<file path="src/rtl/npc_trip_pkg.sv">
// Package: shared constants for the NPC trip sequencer.
// Holds the gate bit positions and the role each gate plays in the shutdown
// order. Assumes one phase leg with exactly four series switches.
package npc_trip_pkg;

    localparam int NUM_GATES = 4;

    localparam int GATE_S1 = 0;   // upper outer
    localparam int GATE_S2 = 1;   // upper inner
    localparam int GATE_S3 = 2;   // lower inner
    localparam int GATE_S4 = 3;   // lower outer

    typedef enum logic [1:0] {
        ROLE_OUTER    = 2'd0,
        ROLE_INNER_HI = 2'd1,
        ROLE_INNER_LO = 2'd2
    } gate_role_e;

    // Returns the shutdown role of a gate index.
    function automatic gate_role_e role_of(input int idx);
        if (idx == GATE_S2) begin
            return ROLE_INNER_HI;
        end else if (idx == GATE_S3) begin
            return ROLE_INNER_LO;
        end
        return ROLE_OUTER;
    endfunction

endpackage

</file>
<file path="src/rtl/npc_trip_edge.sv">
// Module: npc_trip_edge
// Tracks the previous fault-line level. From it, the module derives the
// one-cycle recovery pulse and the outer-path enable. The outer enable is
// low in any fault cycle and in the first cycle after the fault clears.
// Assumes trip_n_i is already synchronous to clk.
module npc_trip_edge (
    input  logic clk,
    input  logic rst_n,
    input  logic trip_n_i,
    output logic rise_o,
    output logic outer_en_o
);

    logic trip_n_q;

    // Remember last cycle's fault-line level (idle high after reset).
    always_ff @(posedge clk) begin
        if (!rst_n) begin
            trip_n_q <= 1'b1;
        end else begin
            trip_n_q <= trip_n_i;
        end
    end

    // Recovery pulse and the delayed re-enable of the outer path.
    always_comb begin
        rise_o     = trip_n_i & ~trip_n_q;
        outer_en_o = trip_n_i & trip_n_q;
    end

    AST_RISE_SINGLE: assert property (@(posedge clk) disable iff (!rst_n)
        rise_o |=> !rise_o);

endmodule

</file>
<file path="src/rtl/npc_delay_cnt.sv">
// Module: npc_delay_cnt
// Captures the delay value while the fault line is high. Counts clocks while
// the line is low, stopping at the captured value, and flags when the
// enable bit should be cleared on the next edge. A zero delay acts as one.
module npc_delay_cnt #(
    parameter int DELAY_W = 16
) (
    input  logic               clk,
    input  logic               rst_n,
    input  logic               trip_n_i,
    input  logic [DELAY_W-1:0] delay_i,
    output logic               match_o
);

    localparam int CMP_W = DELAY_W + 1;

    logic [DELAY_W-1:0] delay_q;
    logic [DELAY_W-1:0] cnt_q;
    logic [CMP_W-1:0]   cnt_plus;

    // Capture the delay only between faults.
    always_ff @(posedge clk) begin
        if (!rst_n) begin
            delay_q <= '0;
        end else if (trip_n_i) begin
            delay_q <= delay_i;
        end
    end

    // Count fault cycles, cleared while idle, saturating at the delay.
    always_ff @(posedge clk) begin
        if (!rst_n) begin
            cnt_q <= '0;
        end else if (trip_n_i) begin
            cnt_q <= '0;
        end else if (cnt_q != delay_q) begin
            cnt_q <= cnt_q + 1'b1;
        end
    end

    // Match when the next edge will complete the programmed delay.
    always_comb begin
        cnt_plus = {1'b0, cnt_q} + CMP_W'(1);
        match_o  = ~trip_n_i & (cnt_plus >= {1'b0, delay_q});
    end

    AST_CNT_IDLE_ZERO: assert property (@(posedge clk) disable iff (!rst_n)
        trip_n_i |=> (cnt_q == '0));

    AST_NO_OVERFLOW: assert property (@(posedge clk) disable iff (!rst_n)
        cnt_q <= delay_q);

    AST_DELAY_FROZEN: assert property (@(posedge clk) disable iff (!rst_n)
        !trip_n_i |=> $stable(delay_q));

endmodule

</file>
<file path="src/rtl/npc_inner_state.sv">
// Module: npc_inner_state
// Holds the inner-path enable bit. The delay match clears it and the
// recovery pulse sets it. The output ORs in the recovery pulse so the held
// inner switch comes back in the same cycle the fault clears.
module npc_inner_state (
    input  logic clk,
    input  logic rst_n,
    input  logic match_i,
    input  logic rise_i,
    input  logic trip_n_i,
    output logic inner_en_o
);

    logic en_q;

    // Set on recovery, clear on delay match, else hold.
    always_ff @(posedge clk) begin
        if (!rst_n) begin
            en_q <= 1'b1;
        end else if (rise_i) begin
            en_q <= 1'b1;
        end else if (match_i) begin
            en_q <= 1'b0;
        end
    end

    // Combine the stored bit with the same-cycle recovery pulse.
    always_comb begin
        inner_en_o = en_q | rise_i;
    end

    AST_STAYS_OFF: assert property (@(posedge clk) disable iff (!rst_n)
        (!en_q && !trip_n_i) |=> !en_q);

endmodule

</file>
<file path="src/rtl/npc_gate_mask.sv">
// Module: npc_gate_mask
// Gates each raw command with the enable that fits its role. Outer gates
// always use the outer enable. The inner gate that is held on in the
// present half cycle uses the delayed inner enable. The other inner gate is
// treated like an outer gate.
module npc_gate_mask
    import npc_trip_pkg::*;
(
    input  logic                 half_neg_i,
    input  logic                 outer_en_i,
    input  logic                 inner_en_i,
    input  logic [NUM_GATES-1:0] cmd_i,
    output logic [NUM_GATES-1:0] out_o
);

    for (genvar g = 0; g < NUM_GATES; g++) begin : g_gate
        if (role_of(g) == ROLE_INNER_HI) begin : g_inner_hi
            // Upper inner is held on in the positive half.
            always_comb out_o[g] = cmd_i[g] & (half_neg_i ? outer_en_i : inner_en_i);
        end else if (role_of(g) == ROLE_INNER_LO) begin : g_inner_lo
            // Lower inner is held on in the negative half.
            always_comb out_o[g] = cmd_i[g] & (half_neg_i ? inner_en_i : outer_en_i);
        end else begin : g_outer
            // Outer switches are cut immediately.
            always_comb out_o[g] = cmd_i[g] & outer_en_i;
        end
    end

endmodule

</file>
<file path="src/rtl/npc_trip_seq.sv">
// Module: npc_trip_seq (top)
// Delayed trip sequencer for one NPC phase leg. Outer and switching-inner
// gates drop in the fault cycle. The held inner gate drops after delay_i
// clocks. On recovery the held inner gate returns first and the rest one
// clock later. Assumes trip_n_i and half_neg_i are synchronous to clk.
module npc_trip_seq
    import npc_trip_pkg::*;
#(
    parameter int DELAY_W = 16
) (
    input  logic               clk,
    input  logic               rst_n,
    input  logic [3:0]         gate_cmd_i,
    input  logic               half_neg_i,
    input  logic               trip_n_i,
    input  logic [DELAY_W-1:0] delay_i,
    output logic [3:0]         gate_out_o
);

    logic rise;
    logic outer_en;
    logic match;
    logic inner_en;

    npc_trip_edge u_edge (
        .clk        (clk),
        .rst_n      (rst_n),
        .trip_n_i   (trip_n_i),
        .rise_o     (rise),
        .outer_en_o (outer_en)
    );

    npc_delay_cnt #(.DELAY_W(DELAY_W)) u_cnt (
        .clk      (clk),
        .rst_n    (rst_n),
        .trip_n_i (trip_n_i),
        .delay_i  (delay_i),
        .match_o  (match)
    );

    npc_inner_state u_state (
        .clk        (clk),
        .rst_n      (rst_n),
        .match_i    (match),
        .rise_i     (rise),
        .trip_n_i   (trip_n_i),
        .inner_en_o (inner_en)
    );

    npc_gate_mask u_mask (
        .half_neg_i (half_neg_i),
        .outer_en_i (outer_en),
        .inner_en_i (inner_en),
        .cmd_i      (gate_cmd_i),
        .out_o      (gate_out_o)
    );

    AST_OUTER_DEAD_IN_FAULT: assert property (@(posedge clk) disable iff (!rst_n)
        !trip_n_i |-> (gate_out_o[GATE_S1] == 1'b0 && gate_out_o[GATE_S4] == 1'b0));

    AST_INNER_FIRST: assert property (@(posedge clk) disable iff (!rst_n)
        $rose(trip_n_i) |-> (inner_en && !outer_en));

    AST_IDLE_PASS: assert property (@(posedge clk) disable iff (!rst_n)
        (trip_n_i && $past(trip_n_i)) |-> (gate_out_o == gate_cmd_i));

endmodule

</file>
<file path="config.mk">
export PLATFORM = sky130hd
export DESIGN_NAME = npc_trip_seq
export DESIGN_NICKNAME = d
export VERILOG_FILES = /design/src/rtl/npc_trip_pkg.sv /design/src/rtl/npc_trip_edge.sv /design/src/rtl/npc_delay_cnt.sv /design/src/rtl/npc_inner_state.sv /design/src/rtl/npc_gate_mask.sv /design/src/rtl/npc_trip_seq.sv
export SDC_FILE = /design/constraint.sdc
export NUM_CORES = 1
export LEC_CHECK = 0
export BUFFER_PORTS_ARGS = -buffer_cell sky130_fd_sc_hd__buf_2
export CELL_PAD_IN_SITES_DETAIL_PLACEMENT = 0
export CELL_PAD_IN_SITES_GLOBAL_PLACEMENT = 1
export CORE_ASPECT_RATIO = 1.1
export CORE_MARGIN = 5
export CORE_UTILIZATION = 25
export CTS_CLUSTER_DIAMETER = 40
export DETAILED_ROUTE_END_ITERATION = 8
export PLACE_DENSITY = 0.6
export SYNTH_ARGS = -nofsm -noshare
export SYNTH_HDL_FRONTEND = slang
export SYNTH_HIERARCHICAL = 1
export SYNTH_SLANG_ARGS = --single-unit
</file>
<file path="constraint.sdc">
create_clock -name clk -period 2.47 [get_ports clk]
set_input_delay 0.1235 -clock clk [delete_from_list [all_inputs] [get_ports clk]]
set_output_delay 0.1235 -clock clk [all_outputs]
set_load 0.1 [all_outputs]
</file>
* Word level (Yosys, flattened, before mapping)
Index checks and enable logic that the tools add are counted.
** Word-level totals
- Input bits :: 24
- Logic and storage cells :: 23
- Register bits :: 34
- Memories :: 0
- Output and inout bits :: 4
- Bits in read-only memories :: 0
- Memory bits (writable) :: 0
- Latch bits :: 0
** Cells by class
- Bitwise operators :: 11
- Divide/modulo/power cells :: 0
- Reduce and logical (&&, ||, !) cells :: 2
- Equal/unequal tests :: 1
- Multipliers :: 0
- Multiplexer cells :: 2
- Magnitude comparators :: 1
- Shifts and indexed selects :: 0
- Add/sub/neg operators :: 2
** Operator list (number)
- adder 16 x 1 -> 17 bit, second input constant :: 1
- >= comparator 17 x 16 -> 1 bit :: 1
- adder 16 x 1 -> 16 bit, second input constant :: 1
- != test 16 bit :: 1
- bitwise AND 1 bit :: 7
- OR reduction 2 bit :: 2
- inverter 1 bit :: 3
- 2-to-1 mux 1 bit :: 2
- OR 1 bit :: 1

* Longest topological paths before layout
Gate-level depths: netlist of the first run.
- Depth after elaboration :: 5
- Mapped depth :: 14
- Gate-level depth less buffers :: 13

* By module
The synthesis of the first run kept the hierarchy.
** Modules (own cells, without submodules)
- npc_delay_cnt :: instances 1, seq. area each 640.6 um^2, cells an instance 240, area each 2070.7 um^2
- npc_gate_mask :: instances 1, seq. area each 0.0 um^2, cells an instance 6, area each 45.0 um^2
- npc_trip_edge :: instances 1, seq. area each 20.0 um^2, cells an instance 4, area each 42.5 um^2
- npc_inner_state :: instances 1, seq. area each 20.0 um^2, cells an instance 4, area each 40.0 um^2

* Least setup slack after synthesis of the first run
No wires, ideal clock.
- Path type :: flip-flop to flip-flop
- Start point :: reg u_cnt.cnt_q[0]
- End point :: reg u_state.en_q
- Buffers on the path :: 0
- Required time :: 2408 ps
- Clock period less this slack :: 2480 ps
- Cell stages (with the launch flop) :: 14
- Library setup time :: 62 ps
- Arrival time :: 2418 ps
- Setup slack :: -10 ps
- Cells stage by stage :: dfxtp_1 -> ha_1 -> nand3_1 -> nor2_2 -> nand4_1 -> xnor2_1 -> ha_1 -> a21oi_1 -> o21ai_0 -> a221oi_1 -> o31a_1 -> o221ai_1 -> nand2b_1 -> nand3b_1
** On the way
- Longest elaborated chain between the ends :: 3
** Ends and longest elaborated chain
- from (decl) :: RTL line npc_delay_cnt.sv:18 : logic [DELAY_W-1:0] cnt_q;
- from (signal assigned) :: RTL line npc_delay_cnt.sv:37 : cnt_q <= cnt_q + 1'b1;
- adder 16 x 1 -> 17 bit :: RTL line npc_delay_cnt.sv:43 : cnt_plus = {1'b0, cnt_q} + CMP_W'(1);
- net u_cnt.cnt_plus[8] :: RTL line npc_delay_cnt.sv:19 : logic [CMP_W-1:0] cnt_plus;
- >= comparator 17 x 16 -> 1 bit :: RTL line npc_delay_cnt.sv:44 : match_o = ~trip_n_i & (cnt_plus >= {1'b0, delay_q});
- bitwise AND 1 bit :: RTL line npc_delay_cnt.sv:44
- net match :: RTL line npc_trip_seq.sv:22 : logic match;
- to (signal assigned) :: RTL line npc_inner_state.sv:19 : en_q <= 1'b1;
- to (signal assigned) :: RTL line npc_inner_state.sv:21 : en_q <= 1'b1;
- to (signal assigned) :: RTL line npc_inner_state.sv:23 : en_q <= 1'b0;
- to (decl) :: RTL line npc_inner_state.sv:14 : logic en_q;
The timed path passes the listed nets, and every way through them passes these cells.
A chain may end at the register's enable or synchronous reset.

* Worst setup path in the final report of the first run
- Start point :: reg u_cnt.cnt_q[7]
- End point :: reg u_state.en_q
The elaborated chain is that of the path after synthesis.

==> impl_metrics.tcl, run 1 <==
set metrics [dict create \
    fin_skew_ns 0.00580 \
    drc 0 \
    die_x_um 99.4 \
    hold_viol_final 0 \
    peakVddDrop_mv 0.190 \
    arrival_ns 2.66 \
    yosysWarnings 6 \
    r2r-end "u_state/en_q" \
    drtIter0Drc 87 \
    grt_max_degree 31 \
    synth_cells 254 \
    gp_congestion 0.764 \
    hpwl_mm 4.15 \
    worstSetupPathType "reg2reg" \
    numCtsBuffers 5 \
    grt_use_total 0.104 \
    placed_area_um2 2610 \
    clockBufferDepth 2 \
    period_minus_slack_ns 2.43 \
    io_pins 28 \
    clkLatencyLatePin_ns 0.28 \
    p_per_area_nw_per_um2 469 \
    worst_slew_pin_slew_ns 0.592 \
    area_growth_pct 25.9 \
    critical-path-max-stage-delay_ns 0.33 \
    layout-drive-gt1-share 0.238 \
    mostFrequentLayoutCells "dfxtp_1, buf_2, xnor2_1" \
    relSlewSlack 0.605 \
    stdcell_count 413 \
    die_area_um2 10800 \
    core_region_area_um2 8500 \
    final_core_util 0.326 \
    cp_max_fo 4 \
    setup_violations 0 \
    netlist-cell-type-count 36 \
    final_common_cell "dfxtp_1" \
    cts_tree "yes" \
    max_freq_mhz 411 \
    ant_nets 0 \
    worstHoldStart "delay_i[13]" \
    totalWireLength_mm 5.39 \
    wl_per_cell_um 13.0 \
    required_ns 2.70 \
    final_area_um2 2770 \
    critPathCaptureType "register" \
    initial_utilization 0.259 \
    synth-seq-cells 34 \
    tns_ns 0 \
    min_path_type "in2reg" \
    overflow 0 \
    syn_area_per_cell_um2 8.65 \
    hold_end "u_cnt/delay_q[13]" \
    post-place-cells 404 \
    regToRegSetupSlack_ns 0.04 \
    slowest_stage "dfxtp_1" \
    grt_pass1_wl_mm 8.94 \
    port_buffers 27 \
    cts_hold_buffers 0 \
    cap_violations 0 \
    h-tree-depth 2 \
    firstDrtPassIters 4 \
    grt_setup_unrepaired "true" \
    nets 342 \
    vias 1852 \
    path_cells "and4_1 > and3_4 > nand4_1 > xnor2_1 > ha_1 > a21o_1 > a221oi_2 > o31a_1 > o221ai_1 > nand2b_1 > nand3b_1" \
    syn-num-nets 295 \
    rr_worst_depth 11 \
    min_path_cells 3 \
    grt_pass1_vias 1876 \
    slew_viol_final 0 \
    antenna_cells 0 \
    cp-start-kind "register" \
    via_per_inst 4.48 \
    antenna_found_initial 0 \
    row_count 35 \
    ys_seq_area_frac 0.310 \
    clock_sinks 34 \
    dieHeight_um 108 \
    cts.clk_slew.worst_paths_ns 0.07 \
    cellLeakagePower_nw 1.14 \
    mappedNetlistArea_um2 2200 \
    outcome "completed" \
    final.period_utilization 0.986 \
    cts-root-buf "clkbuf_8" \
    regToRegStartpoint "u_cnt/cnt_q[7]" \
]
==> area by class of cell <==
type	count	area, um^2
Clock buffer	7	76.3
Clock inverter	1	30.0
Fill cell	935	5730
Inverter	19	71.3
Multi-Input combinational cell	190	1450
Sequential cell	34	684
Tap cell	111	139
Timing Repair Buffer	51	315
==> synthesized netlist by cell type <==
cell type / n / share of area
a211oi_1: 1 / 0.0034
a21o_1: 3 / 0.010
a21oi_1: 17 / 0.039
a221oi_1: 1 / 0.0040
and2_1: 3 / 0.0085
and2_2: 1 / 0.0034
and2b_2: 1 / 0.0040
and3_4: 1 / 0.0051
and4_1: 1 / 0.0040
buf_2: 5 / 0.011
clkbuf_1: 6 / 0.010
dfxtp_1: 34 / 0.31
ha_1: 17 / 0.097
inv_1: 19 / 0.032
mux2i_1: 19 / 0.087
nand2_1: 9 / 0.015
nand2b_1: 3 / 0.0085
nand3_1: 8 / 0.018
nand3_2: 1 / 0.0046
nand3b_1: 1 / 0.0034
nand4_1: 9 / 0.026
nor2_1: 7 / 0.012
nor2_2: 1 / 0.0028
nor2_8: 1 / 0.0091
nor2b_1: 19 / 0.054
nor4_1: 2 / 0.0057
o211ai_1: 1 / 0.0034
o21ai_0: 15 / 0.034
o221ai_1: 1 / 0.0040
o31a_1: 1 / 0.0040
o31ai_1: 1 / 0.0034
or2_1: 1 / 0.0028
or3_1: 12 / 0.034
or4_1: 2 / 0.0068
xnor2_1: 26 / 0.10
xor2_1: 4 / 0.016
==> worst max path at each step <==
stage / startpoint / endpoint / slack [ns] / cells after the start
after floorplan: u_cnt/cnt_q[1] / u_state/en_q / 0.02 / 13
after global placement: u_cnt/cnt_q[1] / u_state/en_q / -0.04 / 13
after detailed placement: u_cnt/cnt_q[1] / u_state/en_q / -0.07 / 13
after CTS: u_cnt/cnt_q[1] / u_state/en_q / 0.009 / 13
after global routing: u_cnt/cnt_q[0] / u_state/en_q / -0.14 / 13
final: u_cnt/cnt_q[7] / u_state/en_q / 0.04 / 11
==> stage by stage <==
stage / setup slack [ns] / total power (W) / hold WS [ns]
after floorplan: 0.0203 / 0.000738 / 0.197
after global placement: -0.0383 / 0.000801 / 0.382
after detailed placement: -0.0748 / 0.000803 / 0.389
after CTS: 0.00915 / 0.00132 / 0.0867
after global routing: -0.138 / 0.00137 / 0.114
final: 0.0352 / 0.00130 / 0.0926
==> report_power, final <==
group	leakage [nW]	internal [W]	switching (W)
registers	0.279	0.000568	0.0000181
clock network	0.0524	0.000302	0.000202
logic	0.811	0.0000860	0.000121
==> state kept, by name (all words and copies together), names as in the netlist <==
| signal | cells |
|---|---|
| u_cnt/cnt_q | 16 |
| u_cnt/delay_q | 16 |
| u_state/en_q | 1 |
| u_edge/trip_n_q | 1 |
==> cell families after synthesis <==
family / synth area share
buf+inv: 0.0541
fa+ha+maj: 0.0968
flops: 0.310
xor+xnor: 0.120
mux: 0.0865
compound gates: 0.105
simple gates: 0.228
==> critical path: cells and delay by family, from the launching register on <==
kind | cells | cell delay [ns]
adders and majority gates | 1 | 0.32
DFF | 1 | 0.33
AOI/OAI and AO/OA | 4 | 0.69
and+or+nand+nor | 5 | 0.86
xor gates and xnor gates | 1 | 0.18
==> per-layer routing <==
layer,wire length [um],track usage,vias to the layer above
met3,162,0.0213,4
met5,0,0,-
met4,65,0.0361,0
met2,2740,0.178,18
li1,-,-,969
met1,2420,0.129,861
==> what timing repair did <==
item	in CTS	in global routing
setup endpoints to repair	1	1
setup buffers	0	1
pin swaps	2	8
gates cloned	0	0
gates resized for setup	2	6
Note: power is estimated with default switching activity, not from simulation.
==> run 2: changes to the inputs <==
--- a/config.mk
+++ b/config.mk
@@ -13,7 +13,7 @@
 export CORE_UTILIZATION = 25
 export CTS_CLUSTER_DIAMETER = 40
 export DETAILED_ROUTE_END_ITERATION = 8
-export PLACE_DENSITY = 0.6
+export PLACE_DENSITY = 0.58
 export SYNTH_ARGS = -nofsm -noshare
 export SYNTH_HDL_FRONTEND = slang
 export SYNTH_HIERARCHICAL = 1
==> constraint.sdc (replaced) <==
create_clock -name clk -period 2.25 [get_ports clk]
set_input_delay 0.1125 -clock clk [delete_from_list [all_inputs] [get_ports clk]]
set_output_delay 0.1125 -clock clk [all_outputs]
set_load 0.1 [all_outputs]
==> impl_metrics.tcl, run 2 (synthesis results as in run 1) <==
set metrics [dict create \
    totalWireLength_mm 5.50 \
    grt_pass1_vias 1957 \
    row_count 35 \
    final_area_um2 2950 \
    h-tree-depth 2 \
    outcome "complete, but fails checks" \
    slew_viol_final 0 \
    period_minus_slack_ns 2.41 \
    vias 1926 \
    die_x_um 99.4 \
    hpwl_mm 4.22 \
    drtIter0Drc 44 \
    reg_top3 "u_cnt/cnt_q x16, u_cnt/delay_q x16" \
    antenna_found_initial 0 \
    cellLeakagePower_nw 1.25 \
    critPathCaptureType "register" \
    layout-drive-gt1-share 0.310 \
    dieHeight_um 108 \
    p_per_area_nw_per_um2 490 \
    cts.clk_slew.worst_paths_ns 0.07 \
    antenna_cells 0 \
    relSlewSlack 0.678 \
    cts-root-buf "clkbuf_8" \
    grt_max_degree 31 \
    core_region_area_um2 8500 \
    overflow 0 \
    via_per_inst 4.48 \
    placed_area_um2 2720 \
    clockBufferDepth 2 \
    initial_utilization 0.259 \
    port_buffers 27 \
    numCtsBuffers 5 \
    wl_per_cell_um 12.8 \
    ant_nets 0 \
    p_total_w 0.00144 \
    min_path_type "in2reg" \
    final_common_cell "buf_4" \
    firstDrtPassIters 6 \
    clkLatencyLatePin_ns 0.29 \
    post-place-cells 413 \
    gp_congestion 0.753 \
    hold_viol_final 0 \
    cap_violations 0 \
    stdcell_count 430 \
    layout_setup_ws_ns -0.163 \
    clock_sinks 34 \
    worstSetupPathType "reg2reg" \
    cp_max_fo 5 \
    max_freq_mhz 414 \
    grt_use_total 0.110 \
    worst_slew_pin_slew_ns 0.487 \
    grt_setup_unrepaired "true" \
    arrival_ns 2.65 \
    die_area_um2 10800 \
    mostFrequentLayoutCells "buf_4, dfxtp_1, buf_2" \
    final.period_utilization 1.07 \
    fin_skew_ns 0.00664 \
    area_growth_pct 34.2 \
    peakVddDrop_mv 0.167 \
    grt_pass1_wl_mm 9.44 \
    hold_ws_ns 0.0623 \
    failed_checks "negative setup slack" \
    final_core_util 0.347 \
    setup_violations 1 \
    drc 0 \
    io_pins 28 \
    required_ns 2.49 \
    nets 359 \
    cts_hold_buffers 0 \
    cts_tree "yes" \
    cp-start-kind "register" \
]
## run 2: cell types whose count changed in the layout (fill, tap and decap cells not counted), moves of 2 or more
cell / previous run / this run
clkinv_2: 0 / 2
buf_4: 24 / 40
dfxtp_4: 0 / 2
dfxtp_1: 31 / 28
clkbuf_1: 2 / 0
## run 2: worst max-delay path: stages (launching register included)
cell and delay [ns]:
dfxtp_4 0.36, ha_4 0.15, nand3_4 0.09, nor2_4 0.19, nand4_1 0.17, xnor2_1 0.16, ha_1 0.30, a21o_1 0.18
a221oi_2 0.25, o31a_1 0.17, o221ai_1 0.10, nand2b_1 0.16, nand3b_1 0.08
## run 2: cell type report
type	instances	area [um^2]
fillers	922	5550
clock inverters	3	40.0
clock buffers	5	68.8
well taps	111	139
flip-flops and latches	34	693
inverters	19	71.3
multi-input cells	190	1480
repair buffers	68	455
## run 2: through the flow
| step | TNS, ns | setup slack [ns] |
|---|---|---|
| finish | -0.163 | -0.163 |
| global route | -0.340 | -0.340 |
| CTS | -0.147 | -0.124 |
| detailed placement | -0.172 | -0.172 |
| global placement | -0.138 | -0.138 |
| floorplan | -0.0780 | -0.0780 |
## run 2: worst paths after layout
check	slack (ns)	from	cells after the start	endpoint
max	-0.16	u_cnt/cnt_q[1]	12	u_state/en_q
min	0.06	trip_n_i	2	u_edge/trip_n_q
max reg2reg	-0.16	u_cnt/cnt_q[1]	12	u_state/en_q
min reg2reg	0.50	u_state/en_q	2	u_state/en_q
## run 2: where the power goes
| group | internal, W | switching (W) |
|---|---|---|
| sequential | 0.000622 | 0.0000203 |
| combinational | 0.000103 | 0.000136 |
| clock | 0.000326 | 0.000238 |
| total | 0.00105 | 0.000394 |
## run 2: metal layers
metal  up-vias  track usage  wire, um
met4         0       0.0322        60
li1       1002            -         -
met3         5       0.0277       121
met1       905        0.134      2510
met2        14        0.191      2800
met5         -            0         0
## run 2: what timing repair did
action | CTS | global route
setup endpoints to repair | 1 | 2
resized for setup | 12 | 4
pin swaps | 12 | 6
buffers inserted | 10 | 2
==> run 3: changes to the inputs <==
==> constraint.sdc (replaced) <==
create_clock -name clk -period 2.25 [get_ports clk]
set_input_delay 0.45 -clock clk [delete_from_list [all_inputs] [get_ports clk]]
set_output_delay 0.45 -clock clk [all_outputs]
set_load 0.1 [all_outputs]
==> impl_metrics.tcl, run 3 (synthesis results as in run 1) <==
set metrics [dict create \
    clkPwrFrac 0.346 \
    regToRegSetupSlack_ns -0.15 \
    firstDrtPassIters 4 \
    grt_pass1_vias 1966 \
    vias 1921 \
    numCtsBuffers 5 \
    cp_max_fo 4 \
    worst_slew_pin_slew_ns 0.356 \
    final_core_util 0.348 \
    grt_max_degree 31 \
    nets 358 \
    clockBufferDepth 2 \
    gp_congestion 0.761 \
    h-tree-depth 2 \
    setup_violations 1 \
    die_x_um 99.4 \
    grt_setup_unrepaired "true" \
    cts_tree "yes" \
    clkLatencyLatePin_ns 0.28 \
    wl_per_cell_um 12.9 \
    required_ns 2.48 \
    layout-drive-gt1-share 0.289 \
    totalWireLength_mm 5.54 \
    antenna_cells 0 \
    grt_pass1_wl_mm 9.40 \
    cts_hold_buffers 0 \
    p_int_w 0.000988 \
    fin_skew_ns 0.00803 \
    core_region_area_um2 8500 \
    slew_viol_final 0 \
    failed_checks "negative setup slack" \
    cp-start-kind "register" \
    mostFrequentLayoutCells "buf_4, dfxtp_1, xnor2_1" \
    cts-root-buf "clkbuf_8" \
    period_minus_slack_ns 2.40 \
    min_path_type "in2reg" \
    drtIter0Drc 59 \
    combinationalPowerShare 0.188 \
    arrival_ns 2.62 \
    swShare 0.283 \
    nFillCells 916 \
    critPathCaptureType "register" \
    io_pins 28 \
    dieHeight_um 108 \
    outcome "complete, but fails checks" \
    path_cells "and4_1 > and3_4 > nand4_1 > xnor2_1 > ha_1 > a21o_1 > a221oi_2 > o31a_1 > o221ai_1 > nand2b_1 > nand3b_1" \
    startpoint "u_cnt/cnt_q[6]" \
    port_buffers 27 \
    regToRegStartpoint "u_cnt/cnt_q[6]" \
    drc 0 \
    layout_setup_ws_ns -0.147 \
    ant_nets 0 \
    pre_cts_slack_ns -0.176 \
    via_per_inst 4.48 \
    cap_violations 0 \
    slowest_stage "dfxtp_2" \
    crit_buf_inv 0 \
    hpwl_mm 4.27 \
    final_common_cell "buf_4" \
    final.period_utilization 1.07 \
    relSlewSlack 0.761 \
    cellLeakagePower_nw 1.24 \
    overflow 0 \
    grt_use_total 0.111 \
    antenna_found_initial 0 \
    area_growth_pct 34.4 \
    worstSetupPathType "reg2reg" \
    reg_top3 "u_cnt/cnt_q x16, u_cnt/delay_q x16" \
    p_total_w 0.00138 \
    crit_family "simple AND/OR/NAND/NOR gates" \
    worstHoldStart "delay_i[6]" \
    max_freq_mhz 417 \
    clock_sinks 34 \
    p_per_area_nw_per_um2 466 \
    regArea_um2 687 \
    multi_input_area_um2 1460 \
    die_area_um2 10800 \
    critical-path-max-stage-delay_ns 0.33 \
    initial_utilization 0.259 \
    power_frac_seq 0.466 \
    row_count 35 \
    cts.clk_slew.worst_paths_ns 0.08 \
    switchingPower_w 0.000389 \
    hold_viol_final 0 \
    peakVddDrop_mv 0.208 \
]
## run 3: changes by cell type in the layout (fill, tap and decap cells not counted), moves of 2 or more
cell and delta:
buf_12 +4, buf_2 -4, dfxtp_1 +3, dfxtp_2 -2
nor2b_1 -2, nor2b_2 +2
## run 3: stage by stage
| step | area (um^2) | setup TNS, ns | cells | hold slack [ns] |
|---|---|---|---|---|
| after global placement | 2770 | -0.165 | 411 | 0.468 |
| after CTS | 2950 | -0.168 | 430 | 0.415 |
| after detailed placement | 2770 | -0.176 | 411 | 0.467 |
| final | 2960 | -0.147 | 429 | 0.417 |
| after global routing | 2960 | -0.319 | 429 | 0.423 |
| after floorplan | 2240 | -0.0780 | 254 | 0.440 |
## run 3: path summary, 6_finish.rpt
check        depth (start not counted)                to
min reg2reg                          2      u_state/en_q
max reg2reg                         11      u_state/en_q
max                                 11      u_state/en_q
min                                  3  u_cnt/delay_q[6]
## run 3: final cells by class
class	instances	area share
well taps	111	0.0470
clock inverters	1	0.00169
repair buffers	67	0.172
clock buffers	7	0.0292
flip-flops and latches	34	0.232
multi-input cells	190	0.494
inverters	19	0.0241
## run 3: routing by layer
metal | wire, um | track usage | part of all wire | vias up
met5 | 0 | 0 | 0 | -
met4 | 57 | 0.0322 | 0.010 | 0
met3 | 138 | 0.0213 | 0.025 | 5
met2 | 2770 | 0.198 | 0.50 | 18
met1 | 2570 | 0.135 | 0.46 | 896
li1 | - | - | - | 1002
## run 3: tightest hold or removal path: cells and delay by family
kind                   cells  cell delay, ns
AND/OR/NAND/NOR            1            0.09
buffers and inverters      1            0.07
multiplexers               1            0.05
## run 3: repair_timing
item,in CTS,in global routing
hold endpoints to repair,0,0
pin swaps,10,4
setup endpoints to repair,1,2
gates resized for setup,5,2
setup buffers,11,1
## run 3: power groups by stage
stage,registers (W),logic [W],clock network (W)
after floorplan,0.000653,0.000162,0
after global placement,0.000657,0.000251,0
after detailed placement,0.000658,0.000253,0
after CTS,0.000643,0.000261,0.000492
after global routing,0.000645,0.000286,0.000529
final,0.000642,0.000259,0.000477
